<file path="src/rtl/xlat_pkg.sv">
package xlat_pkg;

    localparam int ST_W = 6;

    localparam int ST_WR    = 0;
    localparam int ST_ACV   = 1;
    localparam int ST_FONR  = 2;
    localparam int ST_FONW  = 3;
    localparam int ST_MISS  = 4;
    localparam int ST_BADVA = 5;

    typedef enum logic [1:0] {
        MODE_KERN = 2'd0,
        MODE_EXEC = 2'd1,
        MODE_SUPV = 2'd2,
        MODE_USER = 2'd3
    } priv_e;

    typedef enum logic [2:0] {
        FLT_NONE     = 3'd0,
        FLT_ALIGN    = 3'd1,
        FLT_PAGE     = 3'd2,
        FLT_ACV      = 3'd3,
        FLT_MISS     = 3'd4,
        FLT_MISS_PTE = 3'd5,
        FLT_MCHK     = 3'd6,
        FLT_UNIMP    = 3'd7
    } fault_e;

endpackage

</file>
<file path="src/rtl/xlat_mode_sel.sv">
module xlat_mode_sel
    import xlat_pkg::*;
(
    input  logic  pc_lsb_i,
    input  logic  alt_sel_i,
    input  priv_e cur_mode_i,
    input  priv_e alt_mode_i,
    output priv_e eff_mode_o
);

    // privileged-code mode override
    always_comb begin
        if (!pc_lsb_i) begin
            eff_mode_o = cur_mode_i;
        end else if (alt_sel_i) begin
            eff_mode_o = alt_mode_i;
        end else begin
            eff_mode_o = MODE_KERN;
        end
    end

endmodule

</file>
<file path="src/rtl/xlat_va_class.sv">
module xlat_va_class #(
    parameter int          VA_W     = 64,
    parameter int          SEXT_BIT = 47,
    parameter int          SP_LO    = 41,
    parameter int unsigned SP_TAG   = 32'h7E,
    parameter int          SZ_W     = 2
) (
    input  logic [VA_W-1:SP_LO]      va_hi_i,
    input  logic [(1<<SZ_W)-2:0]     va_lo_i,
    input  logic [SZ_W-1:0]          size_i,
    output logic                     misalign_o,
    output logic                     va_ok_o,
    output logic                     superpage_o
);

    localparam int TAG_W = SEXT_BIT - SP_LO + 1;
    localparam int HI_W  = VA_W - SEXT_BIT;
    localparam int LO_W  = (1 << SZ_W) - 1;

    logic [HI_W-1:0] sext_bits;
    logic [LO_W-1:0] low_mask;

    // alignment mask built per size code
    for (genvar b = 0; b < LO_W; b++) begin : g_mask
        assign low_mask[b] = (32'(size_i) > b);
    end

    always_comb begin
        sext_bits   = va_hi_i[VA_W-1:SEXT_BIT];
        // canonical when every upper bit copies the sign bit
        va_ok_o     = (sext_bits == '0) || (sext_bits == '1);
        // direct-map window tag
        superpage_o = (va_hi_i[SEXT_BIT:SP_LO] == TAG_W'(SP_TAG));
        misalign_o  = |(va_lo_i & low_mask);
    end

endmodule

</file>
<file path="src/rtl/xlat_pa_post.sv">
module xlat_pa_post #(
    parameter int PA_W    = 64,
    parameter int IMPL_W  = 44,
    parameter int UNC_BIT = 43,
    parameter int CLR_LO  = 35,
    parameter int RS_LO   = 32
) (
    input  logic [PA_W-1:0] pa_i,
    output logic            mchk_o,
    output logic            unc_o,
    output logic            reg_space_o,
    output logic [PA_W-1:0] pa_o
);

    localparam logic [PA_W-1:0] IMPL_MASK = (PA_W'(1) << IMPL_W) - PA_W'(1);
    localparam logic [PA_W-1:0] CLR_MASK  =
        ((PA_W'(1) << UNC_BIT) - PA_W'(1)) & ~((PA_W'(1) << CLR_LO) - PA_W'(1));

    always_comb begin
        // bits beyond the implemented width
        mchk_o      = |(pa_i & ~IMPL_MASK);
        // uncached half of the map
        unc_o       = pa_i[UNC_BIT];
        // register space judged on the raw address
        reg_space_o = &pa_i[UNC_BIT:RS_LO];
        pa_o        = unc_o ? (pa_i & ~CLR_MASK) : pa_i;
    end

endmodule

</file>
<file path="src/rtl/dat_xlat_check.sv">
module dat_xlat_check
    import xlat_pkg::*;
#(
    parameter int          VA_W       = 64,
    parameter int          PPN_W      = 32,
    parameter int          PAGE_SHIFT = 13,
    parameter int          IMPL_W     = 44,
    parameter int          SEXT_BIT   = 47,
    parameter int          SP_LO      = 41,
    parameter int unsigned SP_TAG     = 32'h7E,
    parameter int          SP_EXT_BIT = 40,
    parameter int          UNC_BIT    = 43,
    parameter int          CLR_LO     = 35,
    parameter int          RS_LO      = 32,
    parameter int          NMODE      = 4
) (
    input  logic             clk_i,
    input  logic             rst_ni,
    input  logic             req_vld_i,
    input  logic [VA_W-1:0]  req_va_i,
    input  logic [1:0]       req_size_i,
    input  logic             req_wr_i,
    input  logic             req_phys_i,
    input  logic             req_alt_i,
    input  logic             req_pte_i,
    input  logic             pc_lsb_i,
    input  logic [1:0]       cur_mode_i,
    input  logic [1:0]       alt_mode_i,
    input  logic             tlb_hit_i,
    input  logic [PPN_W-1:0] tlb_ppn_i,
    input  logic [NMODE-1:0] tlb_rd_en_i,
    input  logic [NMODE-1:0] tlb_wr_en_i,
    input  logic             tlb_fonr_i,
    input  logic             tlb_fonw_i,
    output logic             rsp_vld_o,
    output logic [2:0]       rsp_fault_o,
    output logic [ST_W-1:0]  rsp_stat_o,
    output logic [VA_W-1:0]  rsp_pa_o,
    output logic             rsp_unc_o
);

    localparam logic [VA_W-1:0] IMPL_MASK   = (VA_W'(1) << IMPL_W) - VA_W'(1);
    localparam logic [VA_W-1:0] SP_LOW_MASK = (VA_W'(1) << SP_EXT_BIT) - VA_W'(1);
    localparam logic [VA_W-1:0] SP_EXT_MASK = IMPL_MASK & ~SP_LOW_MASK;
    localparam logic [VA_W-1:0] PG_MASK     = (VA_W'(1) << PAGE_SHIFT) - VA_W'(1);

    typedef struct packed {
        logic            vld;
        fault_e          fault;
        logic [ST_W-1:0] stat;
        logic [VA_W-1:0] pa;
        logic            unc;
    } rsp_t;

    rsp_t nxt_d, rsp_q;

    priv_e           cur_mode, alt_mode, eff_mode;
    logic            misalign, va_ok, in_sp, mapped;
    logic            rd_ok, wr_ok;
    logic [VA_W-1:0] sp_pa, hit_pa, pa_raw, pa_fin;
    logic            mchk, unc, reg_space;

    assign cur_mode = priv_e'(cur_mode_i);
    assign alt_mode = priv_e'(alt_mode_i);

    xlat_mode_sel u_mode (
        .pc_lsb_i   (pc_lsb_i),
        .alt_sel_i  (req_alt_i),
        .cur_mode_i (cur_mode),
        .alt_mode_i (alt_mode),
        .eff_mode_o (eff_mode)
    );

    xlat_va_class #(
        .VA_W     (VA_W),
        .SEXT_BIT (SEXT_BIT),
        .SP_LO    (SP_LO),
        .SP_TAG   (SP_TAG),
        .SZ_W     (2)
    ) u_class (
        .va_hi_i     (req_va_i[VA_W-1:SP_LO]),
        .va_lo_i     (req_va_i[2:0]),
        .size_i      (req_size_i),
        .misalign_o  (misalign),
        .va_ok_o     (va_ok),
        .superpage_o (in_sp)
    );

    // candidate physical addresses
    always_comb begin
        if (req_va_i[SP_EXT_BIT]) begin
            sp_pa = (req_va_i & IMPL_MASK) | SP_EXT_MASK;
        end else begin
            sp_pa = req_va_i & SP_LOW_MASK;
        end
        hit_pa = (VA_W'(tlb_ppn_i) << PAGE_SHIFT) | (req_va_i & PG_MASK);
        if (req_phys_i) begin
            pa_raw = req_va_i;
        end else if (in_sp) begin
            pa_raw = sp_pa;
        end else begin
            pa_raw = hit_pa;
        end
        mapped = !req_phys_i && !in_sp;
        rd_ok  = tlb_rd_en_i[eff_mode];
        wr_ok  = tlb_wr_en_i[eff_mode];
    end

    xlat_pa_post #(
        .PA_W    (VA_W),
        .IMPL_W  (IMPL_W),
        .UNC_BIT (UNC_BIT),
        .CLR_LO  (CLR_LO),
        .RS_LO   (RS_LO)
    ) u_post (
        .pa_i        (pa_raw),
        .mchk_o      (mchk),
        .unc_o       (unc),
        .reg_space_o (reg_space),
        .pa_o        (pa_fin)
    );

    // Fixed-priority fault selection
    always_comb begin
        nxt_d     = '0;
        nxt_d.vld = req_vld_i;
        if (req_vld_i) begin
            if (misalign) begin
                nxt_d.fault            = FLT_ALIGN;
                nxt_d.stat[ST_WR]      = req_wr_i;
            end else if (!req_phys_i && !va_ok) begin
                nxt_d.fault            = FLT_PAGE;
                nxt_d.stat[ST_BADVA]   = 1'b1;
                nxt_d.stat[ST_ACV]     = 1'b1;
                nxt_d.stat[ST_WR]      = req_wr_i;
            end else if (!req_phys_i && in_sp && cur_mode != MODE_KERN) begin
                nxt_d.fault            = FLT_ACV;
                nxt_d.stat[ST_ACV]     = 1'b1;
                nxt_d.stat[ST_WR]      = req_wr_i;
            end else if (mapped && !tlb_hit_i) begin
                nxt_d.fault            = req_pte_i ? FLT_MISS_PTE : FLT_MISS;
                nxt_d.stat[ST_MISS]    = 1'b1;
                nxt_d.stat[ST_WR]      = req_wr_i;
            end else if (mapped && req_wr_i && !wr_ok) begin
                nxt_d.fault            = FLT_PAGE;
                nxt_d.stat[ST_WR]      = 1'b1;
                nxt_d.stat[ST_ACV]     = 1'b1;
                nxt_d.stat[ST_FONW]    = tlb_fonw_i;
            end else if (mapped && req_wr_i && tlb_fonw_i) begin
                nxt_d.fault            = FLT_PAGE;
                nxt_d.stat[ST_WR]      = 1'b1;
                nxt_d.stat[ST_FONW]    = 1'b1;
            end else if (mapped && !req_wr_i && !rd_ok) begin
                nxt_d.fault            = FLT_ACV;
                nxt_d.stat[ST_ACV]     = 1'b1;
                nxt_d.stat[ST_FONR]    = tlb_fonr_i;
            end else if (mapped && !req_wr_i && tlb_fonr_i) begin
                nxt_d.fault            = FLT_PAGE;
                nxt_d.stat[ST_FONR]    = 1'b1;
            end else if (mchk) begin
                nxt_d.fault            = FLT_MCHK;
            end else if (reg_space) begin
                nxt_d.fault            = FLT_UNIMP;
            end else begin
                nxt_d.pa               = pa_fin;
                nxt_d.unc              = unc;
            end
        end
    end

    always_ff @(posedge clk_i) begin
        if (!rst_ni) begin
            rsp_q <= '0;
        end else begin
            rsp_q <= nxt_d;
        end
    end

    assign rsp_vld_o   = rsp_q.vld;
    assign rsp_fault_o = rsp_q.fault;
    assign rsp_stat_o  = rsp_q.stat;
    assign rsp_pa_o    = rsp_q.pa;
    assign rsp_unc_o   = rsp_q.unc;

endmodule

</file>
<file path="config.mk">
export PLATFORM = sky130hd
export DESIGN_NAME = dat_xlat_check
export DESIGN_NICKNAME = d
export VERILOG_FILES = /design/src/rtl/xlat_pkg.sv /design/src/rtl/xlat_mode_sel.sv /design/src/rtl/xlat_va_class.sv /design/src/rtl/xlat_pa_post.sv /design/src/rtl/dat_xlat_check.sv
export SDC_FILE = /design/constraint.sdc
export NUM_CORES = 1
export LEC_CHECK = 0
export ABC_AREA = 0
export CAP_MARGIN = 20
export CORE_MARGIN = 2
export CORE_UTILIZATION = 37
export DETAILED_ROUTE_END_ITERATION = 16
export PLACE_DENSITY = 0.89
export REMOVE_ABC_BUFFERS = 1
export SETUP_SLACK_MARGIN = 0.15
export SYNTH_ARGS = -nofsm -noshare
export SYNTH_HDL_FRONTEND = slang
export SYNTH_SLANG_ARGS = --single-unit
</file>
<file path="constraint.sdc">
create_clock -name clk_i -period 3.7 [get_ports clk_i]
set_input_delay 0.37 -clock clk_i [delete_from_list [all_inputs] [get_ports clk_i]]
set_output_delay 0.37 -clock clk_i [all_outputs]
set_load 0.1 [all_outputs]
</file>
==> qor.log, run 1 <==
INFO  detailed_routing detail_route.wirelength=9.33mm
INFO  finish         finish.net_count=644
INFO  clocking       cts.repair_timing.setup_buffer_count=0
INFO  global_route   grt_max_degree=36
INFO  clocking       ctsLongestPathBuffers=2
INFO  synth          netlist_cell_types=41
INFO  worst_setup_path critical_path.startpoint_type=input port
INFO  timing         post-route-min-period=2980ps
INFO  global_route   grt_use_total=22.9%
INFO  floorplanning  die_h=89.5µm
INFO  global_route   grt.overflow.total=0
INFO  finish         regArea=1480µm²
INFO  timing         timing.fmax=0.336GHz
INFO  finish         fillCellCount=551
INFO  worst_setup_path crit_slowest_cell=nand4bb_2
INFO  clocking       holdBufCountCts=0
INFO  power          power_density=372nW/µm²
INFO  power          p_leak=2.00nW
INFO  synth          synth.top_cells.by_count=dfxtp_1, nand2_1, a21oi_1
INFO  placement      place_ws=375ps
INFO  synth          synthDominantAreaCellType=dfxtp_1
INFO  placement      dp.final_hpwl=7.38mm
INFO  clocking       clock_pin_slew_on_the_worst_setup_and_hold_paths=80ps
INFO  worst_setup_path criticalPathCategory=in2reg
INFO  worst_setup_path critical-path-max-stage-delay=560ps
INFO  detailed_routing post_drt_via_cell_ratio=4.88
INFO  detailed_routing route.antenna.remaining_nets=0
INFO  floorplanning  row_count=31
INFO  finish         multiInputGateArea=1140µm²
INFO  timing         final.period_utilization=80.5%
INFO  worst_setup_path critPathBufInv=2
INFO  clocking       clock_tree_from_tritoncts=yes
INFO  global_route   first_global_vias=2966
INFO  detailed_routing via_count=3059
INFO  timing         fin_hold_ws=543ps
INFO  detailed_routing post_drt_wl_per_cell=14.9µm
INFO  synth          synthTopCellsByArea=dfxtp_1, nand2_1, a21oi_1, nor2_1, inv_1
INFO  timing         drv_slew=0
INFO  worst_setup_path cp_data_arrival_time=3260ps
INFO  synth          synthesis.area=2700µm²
INFO  clocking       clock-sinks=74
INFO  global_route   gr-usage-met2=42.2%
INFO  synth          synth_edf_count=0
INFO  timing         fin_setup_tns=0ps
INFO  min_path       worst_hold_path_type=in2reg
INFO  synth          yosys.area_share.simple=24.2%
INFO  synth          synth-main-ff-cell=dfxtp_1
INFO  synth          synth_top_area_share=54.8%
INFO  detailed_routing dr.pass1.iters=4
INFO  finish         drive_above_1_share=5.30%
INFO  floorplanning  design.core.area=7180µm²
INFO  power          ir_worst_vdd=0.000192V
INFO  detailed_routing drt_iter0_drc=95
INFO  timing         final-setup-viol-count=0
INFO  placement      routabilityCongestion=0.854
INFO  worst_setup_path crit_required=3980ps
INFO  synth          netlist_instances=309
INFO  synth          yosys.area_share.xor_xnor=0%
INFO  flow_run       cap_violations=0
INFO  outcome        result_of_the_run=finished clean
INFO  timing         tightestPinTransition=1030ps
INFO  floorplanning  die_w=89.5µm
INFO  finish         areaGrowthSynthToFinish=85.3%
INFO  clocking       htreeDepth=3
INFO  timing         slew-limit-headroom=30.8%
INFO  synth          synth_async_sr_flop_share=0%
INFO  worst_setup_path critPathCaptureType=flip-flop
INFO  synth          ys_seq_area_share=54.8%
INFO  clocking       cts-resized-gates=0
INFO  synth          synth-compound-area-share=13.5%
INFO  global_route   grtUsageMet1=22.3%
INFO  timing         hold_viol=0
INFO  worst_setup_path worstPathMaxFanout=22
INFO  synth          post_synth.cell_area_avg=8.75µm²
INFO  finish         postLayoutCoreUtil=69.8%
INFO  floorplanning  ioPinCount=196
INFO  global_route   first_pass_grt_wire_length=13.7mm
INFO  detailed_routing drc=0
INFO  global_route   globalRouteMet3Util=7.57%
INFO  synth          ys_ff_latch=74
INFO  floorplanning  design.die.area=8000µm²
INFO  global_route   grt_antenna_before_repair=0
INFO  floorplanning  initial_cell_density_of_the_core=37.7%
INFO  synth          synth_top_family_by_area=simple AND/OR/NAND/NOR gates
INFO  clocking       cts_root_buffer=clkbuf_8
INFO  synth          synth-adder-area-share=0%
INFO  timing         grt_setup_unrepaired=false
INFO  worst_setup_path critical-path-top-delay-family=compound AO/OA/AOI/OAI gates
INFO  synth          yosysWarningCount=0
INFO  timing         worst_setup_margin=720ps
INFO  global_route   globalRoute.busiestLayer=met2
INFO  synth          yosysMostFrequentCell=dfxtp_1
INFO  placement      port_buffers=195
INFO  synth          yosys-mux-area-fraction=1.53%
INFO  finish         diodes=0
INFO  clocking       cts_bufs_inserted=9
INFO  worst_setup_path timing.critical_path.cells=clkdlybuf4s50_1 -> nand3_1 -> a21bo_2 -> a2111oi_0 -> a221oi_1 -> o21ai_1 -> nand4bb_2 -> buf_4 -> nor2_1
## worst paths after layout
path / end / slack [ps] / cells after the start / from
min: rsp_pa_o[10] / 540 / 3 / req_va_i[10]
max: rsp_pa_o[11] / 720 / 9 / pc_lsb_i
## through the flow
step	std cells	cell area [µm²]	power [mW]
detailed placement	611	4800	1.22
floorplan	313	2690	1.02
CTS	627	5010	1.87
global route	627	5010	1.93
global placement	611	4800	1.21
finish	627	5010	1.86
## state kept, by name (all words and copies together), names as in the netlist
register / count
rsp_fault_o: 3
rsp_vld_o: 1
rsp_pa_o: 64
rsp_stat_o: 6
## area by class of cell
type | count | area share (%)
Timing Repair Buffer | 199 | 39.6
Sequential cell | 74 | 29.6
Tap cell | 99 | 2.47
Inverter | 18 | 1.35
Multi-Input combinational cell | 221 | 22.8
Clock buffer | 9 | 2.47
Clock inverter | 7 | 1.70
## where the power goes
group	leakage [nW]	switching, mW	internal (mW)
Combinational	1.29	0.218	0.169
Clock	0.100	0.334	0.325
Sequential	0.605	0.00386	0.812
## cell usage in the layout, fill, tap and decap left out, types with 7 or more instances in the layout
| cell type | count |
|---|---|
| clkdlybuf4s50_1 | 195 |
| dfxtp_1 | 74 |
| nand2_1 | 69 |
| a21oi_1 | 32 |
| nor2_1 | 27 |
| conb_1 | 20 |
| inv_1 | 18 |
| clkbuf_8 | 9 |
| nand3_1 | 8 |
| nand4_1 | 7 |
## routing by layer
metal,share of wire [%],up-vias
met5,0,-
met2,50,174
met4,3.7,0
li1,-,1464
met1,37,1389
met3,8.8,32
## kinds of logic after synthesis
family / Yosys count
compound gates: 59
buf+inv: 33
flops: 74
mux: 4
other cells: 1
simple gates: 138
Power figures use the tool's default switching activity.
==> run 2, diff against run 1 <==
--- a/config.mk
+++ b/config.mk
@@ -8,9 +8,9 @@
 export ABC_AREA = 0
 export CAP_MARGIN = 20
 export CORE_MARGIN = 2
-export CORE_UTILIZATION = 37
+export CORE_UTILIZATION = 34
 export DETAILED_ROUTE_END_ITERATION = 16
-export PLACE_DENSITY = 0.89
+export PLACE_DENSITY = 0.83
 export REMOVE_ABC_BUFFERS = 1
 export SETUP_SLACK_MARGIN = 0.15
 export SYNTH_ARGS = -nofsm -noshare
==> constraint.sdc (replaced) <==
create_clock -name clk_i -period 3 [get_ports clk_i]
set_input_delay 0.3 -clock clk_i [delete_from_list [all_inputs] [get_ports clk_i]]
set_output_delay 0.3 -clock clk_i [all_outputs]
set_load 0.1 [all_outputs]
==> run 2 against run 1 <==
Final cell count increased by 0.80%. Critical endpoint is now rsp_pa_o[21]. Sequential power increased by 24%. Highest routed layer unchanged. Core utilization decreased by 5.0 points. Critical path type unchanged.
==> qor.log, run 2 (synthesized netlist as in run 1, its figures left out) <==
INFO  outcome        result_of_the_run=finished clean
INFO  global_route   grt_max_degree=36
INFO  timing         timing.fmax=0.387GHz
INFO  finish         mostFrequentLayoutCell=clkdlybuf4s50_1
INFO  clocking       cts.repair_timing.setup_buffer_count=0
INFO  power          power_frac_clock=34.0%
INFO  worst_setup_path worstPathMaxFanout=30
INFO  global_route   first_pass_grt_wire_length=13.8mm
INFO  placement      place_ws=137ps
INFO  floorplanning  design.core.area=7730µm²
INFO  flow_run       cap_violations=0
INFO  detailed_routing route.antenna.remaining_nets=0
INFO  timing         fin_hold_ws=489ps
INFO  power          ir_worst_vdd=0.000184V
INFO  detailed_routing detail_route.wirelength=8.68mm
INFO  power          power_density=449nW/µm²
INFO  detailed_routing drc=0
INFO  timing         tightestPinTransition=1000ps
INFO  clocking       clock_tree_from_tritoncts=yes
INFO  power          internal-power=1.60mW
INFO  finish         finish.net_count=646
INFO  detailed_routing via_count=2953
INFO  floorplanning  initial_cell_density_of_the_core=35.0%
INFO  power          combinationalPowerShare=21.2%
INFO  detailed_routing post_drt_via_cell_ratio=4.67
INFO  placement      routabilityCongestion=0.861
INFO  detailed_routing post_drt_wl_per_cell=13.7µm
INFO  timing         grt_setup_unrepaired=false
INFO  timing         slew-limit-headroom=32.9%
INFO  global_route   first_global_vias=3011
INFO  floorplanning  die_h=93.2µm
INFO  global_route   grt_antenna_before_repair=0
INFO  timing         worst_setup_margin=414ps
INFO  global_route   grt.overflow.total=0
INFO  finish         layout.cell_area.non_filler=5000µm²
INFO  finish         mostFrequentLayoutCells=clkdlybuf4s50_1, dfxtp_1, nand2_1
INFO  power          p_leak=2.03nW
INFO  clocking       ctsLongestPathBuffers=2
INFO  worst_setup_path cp_data_arrival_time=2840ps
INFO  timing         fin_setup_tns=0ps
INFO  timing         final.period_utilization=86.2%
INFO  global_route   grt_use_total=20.1%
INFO  finish         diodes=0
INFO  placement      placedInstanceArea=4800µm²
INFO  floorplanning  die_w=93.2µm
INFO  clocking       holdBufCountCts=0
INFO  power          total_power=2.24mW
INFO  clocking       cts_root_buffer=clkbuf_8
INFO  floorplanning  ioPinCount=196
INFO  worst_setup_path critical_path.startpoint_type=input port
INFO  worst_setup_path crit_required=3250ps
INFO  finish         largest_register_ffs=64
INFO  timing         post-route-min-period=2590ps
INFO  clocking       htreeDepth=3
INFO  placement      port_buffers=195
INFO  clocking       clock_pin_slew_on_the_worst_setup_and_hold_paths=90ps
INFO  finish         drive_above_1_share=7.74%
INFO  detailed_routing dr.pass1.iters=4
INFO  clocking       cts_bufs_inserted=9
INFO  placement      dp.final_hpwl=6.91mm
INFO  power          p_sw_share=28.7%
INFO  clocking       clock-sinks=74
INFO  detailed_routing drt_iter0_drc=99
INFO  floorplanning  row_count=32
INFO  min_path       worst_hold_path_type=in2reg
INFO  finish         areaGrowthSynthToFinish=85.1%
INFO  floorplanning  design.die.area=8680µm²
INFO  power          p_switching=0.644mW
INFO  power          relative_contribution_of_sequential_cells_to_total_power=44.8%
INFO  timing         final-setup-viol-count=0
INFO  worst_setup_path criticalPathCategory=in2reg
INFO  timing         hold_viol=0
INFO  clocking       cts-resized-gates=0
INFO  timing         drv_slew=0
INFO  worst_setup_path critPathCaptureType=flip-flop
[run 2: cell types whose count changed in the layout (fill, tap and decap cells not counted), sizes merged]
cell,change
buf,+13
inv,-2
clkinv,+2
clkdlybuf4s50,-11
[run 2: through the flow]
| step | cells | utilization, % |
|---|---|---|
| floorplan | 313 | - |
| global placement | 616 | 62.1 |
| detailed placement | 616 | 62.1 |
| CTS | 632 | 64.7 |
| global route | 632 | 64.7 |
| finish | 632 | 64.7 |
[run 2: cell type report]
type                       instances  area, µm²
sequential                        74       1480
fill                             619       2730
multi-input combinational        221       1140
clock inverter                     7       76.3
tap                              102        128
timing repair buffer             201       1980
inverter                          18       67.6
clock buffer                       9        124
[run 2: worst max-delay path: stages]
cell and delay (ps):
clkdlybuf4s50_1 540, nand3_1 160, a21bo_2 250, a2111oi_0 470, a221oi_1 160, o21ai_1 250, nand4bb_2 290, buf_12 260
a21oi_1 160
[run 2: power by group through the flow]
stage          Combinational (mW)  Clock (mW)  Sequential (mW)
2_1_floorplan              0.0849           0             1.18
3_3_place_gp                0.468           0             1.03
3_5_place_dp                0.473           0             1.03
4_1_cts                     0.476       0.787             1.01
5_1_grt                     0.505       0.833             1.01
6_report                    0.475       0.762             1.01
[run 2: per-layer routing]
layer / part of all wire, % / routed length [µm] / global-route usage (%) / vias up
met5: 0 / 0 / 0 / -
met4: 2.4 / 208 / 7.97 / 0
met3: 7.9 / 682 / 5.16 / 17
met2: 51 / 4390 / 37.6 / 143
met1: 39 / 3400 / 21.5 / 1332
li1: - / - / - / 1461
[run 2: worst paths after layout]
check | startpoint | end | slack (ps) | cells past startpoint
worst max-delay path | pc_lsb_i | rsp_pa_o[21] | 410 | 9
worst min-delay path | req_va_i[9] | rsp_pa_o[9] | 490 | 3
==> run 3, diff against run 2 <==
--- a/config.mk
+++ b/config.mk
@@ -12,7 +12,6 @@
 export DETAILED_ROUTE_END_ITERATION = 16
 export PLACE_DENSITY = 0.83
 export REMOVE_ABC_BUFFERS = 1
-export SETUP_SLACK_MARGIN = 0.15
 export SYNTH_ARGS = -nofsm -noshare
 export SYNTH_HDL_FRONTEND = slang
 export SYNTH_SLANG_ARGS = --single-unit
==> results of run 3 <==
Final layout, timing and power as in run 2 (identical DEF).
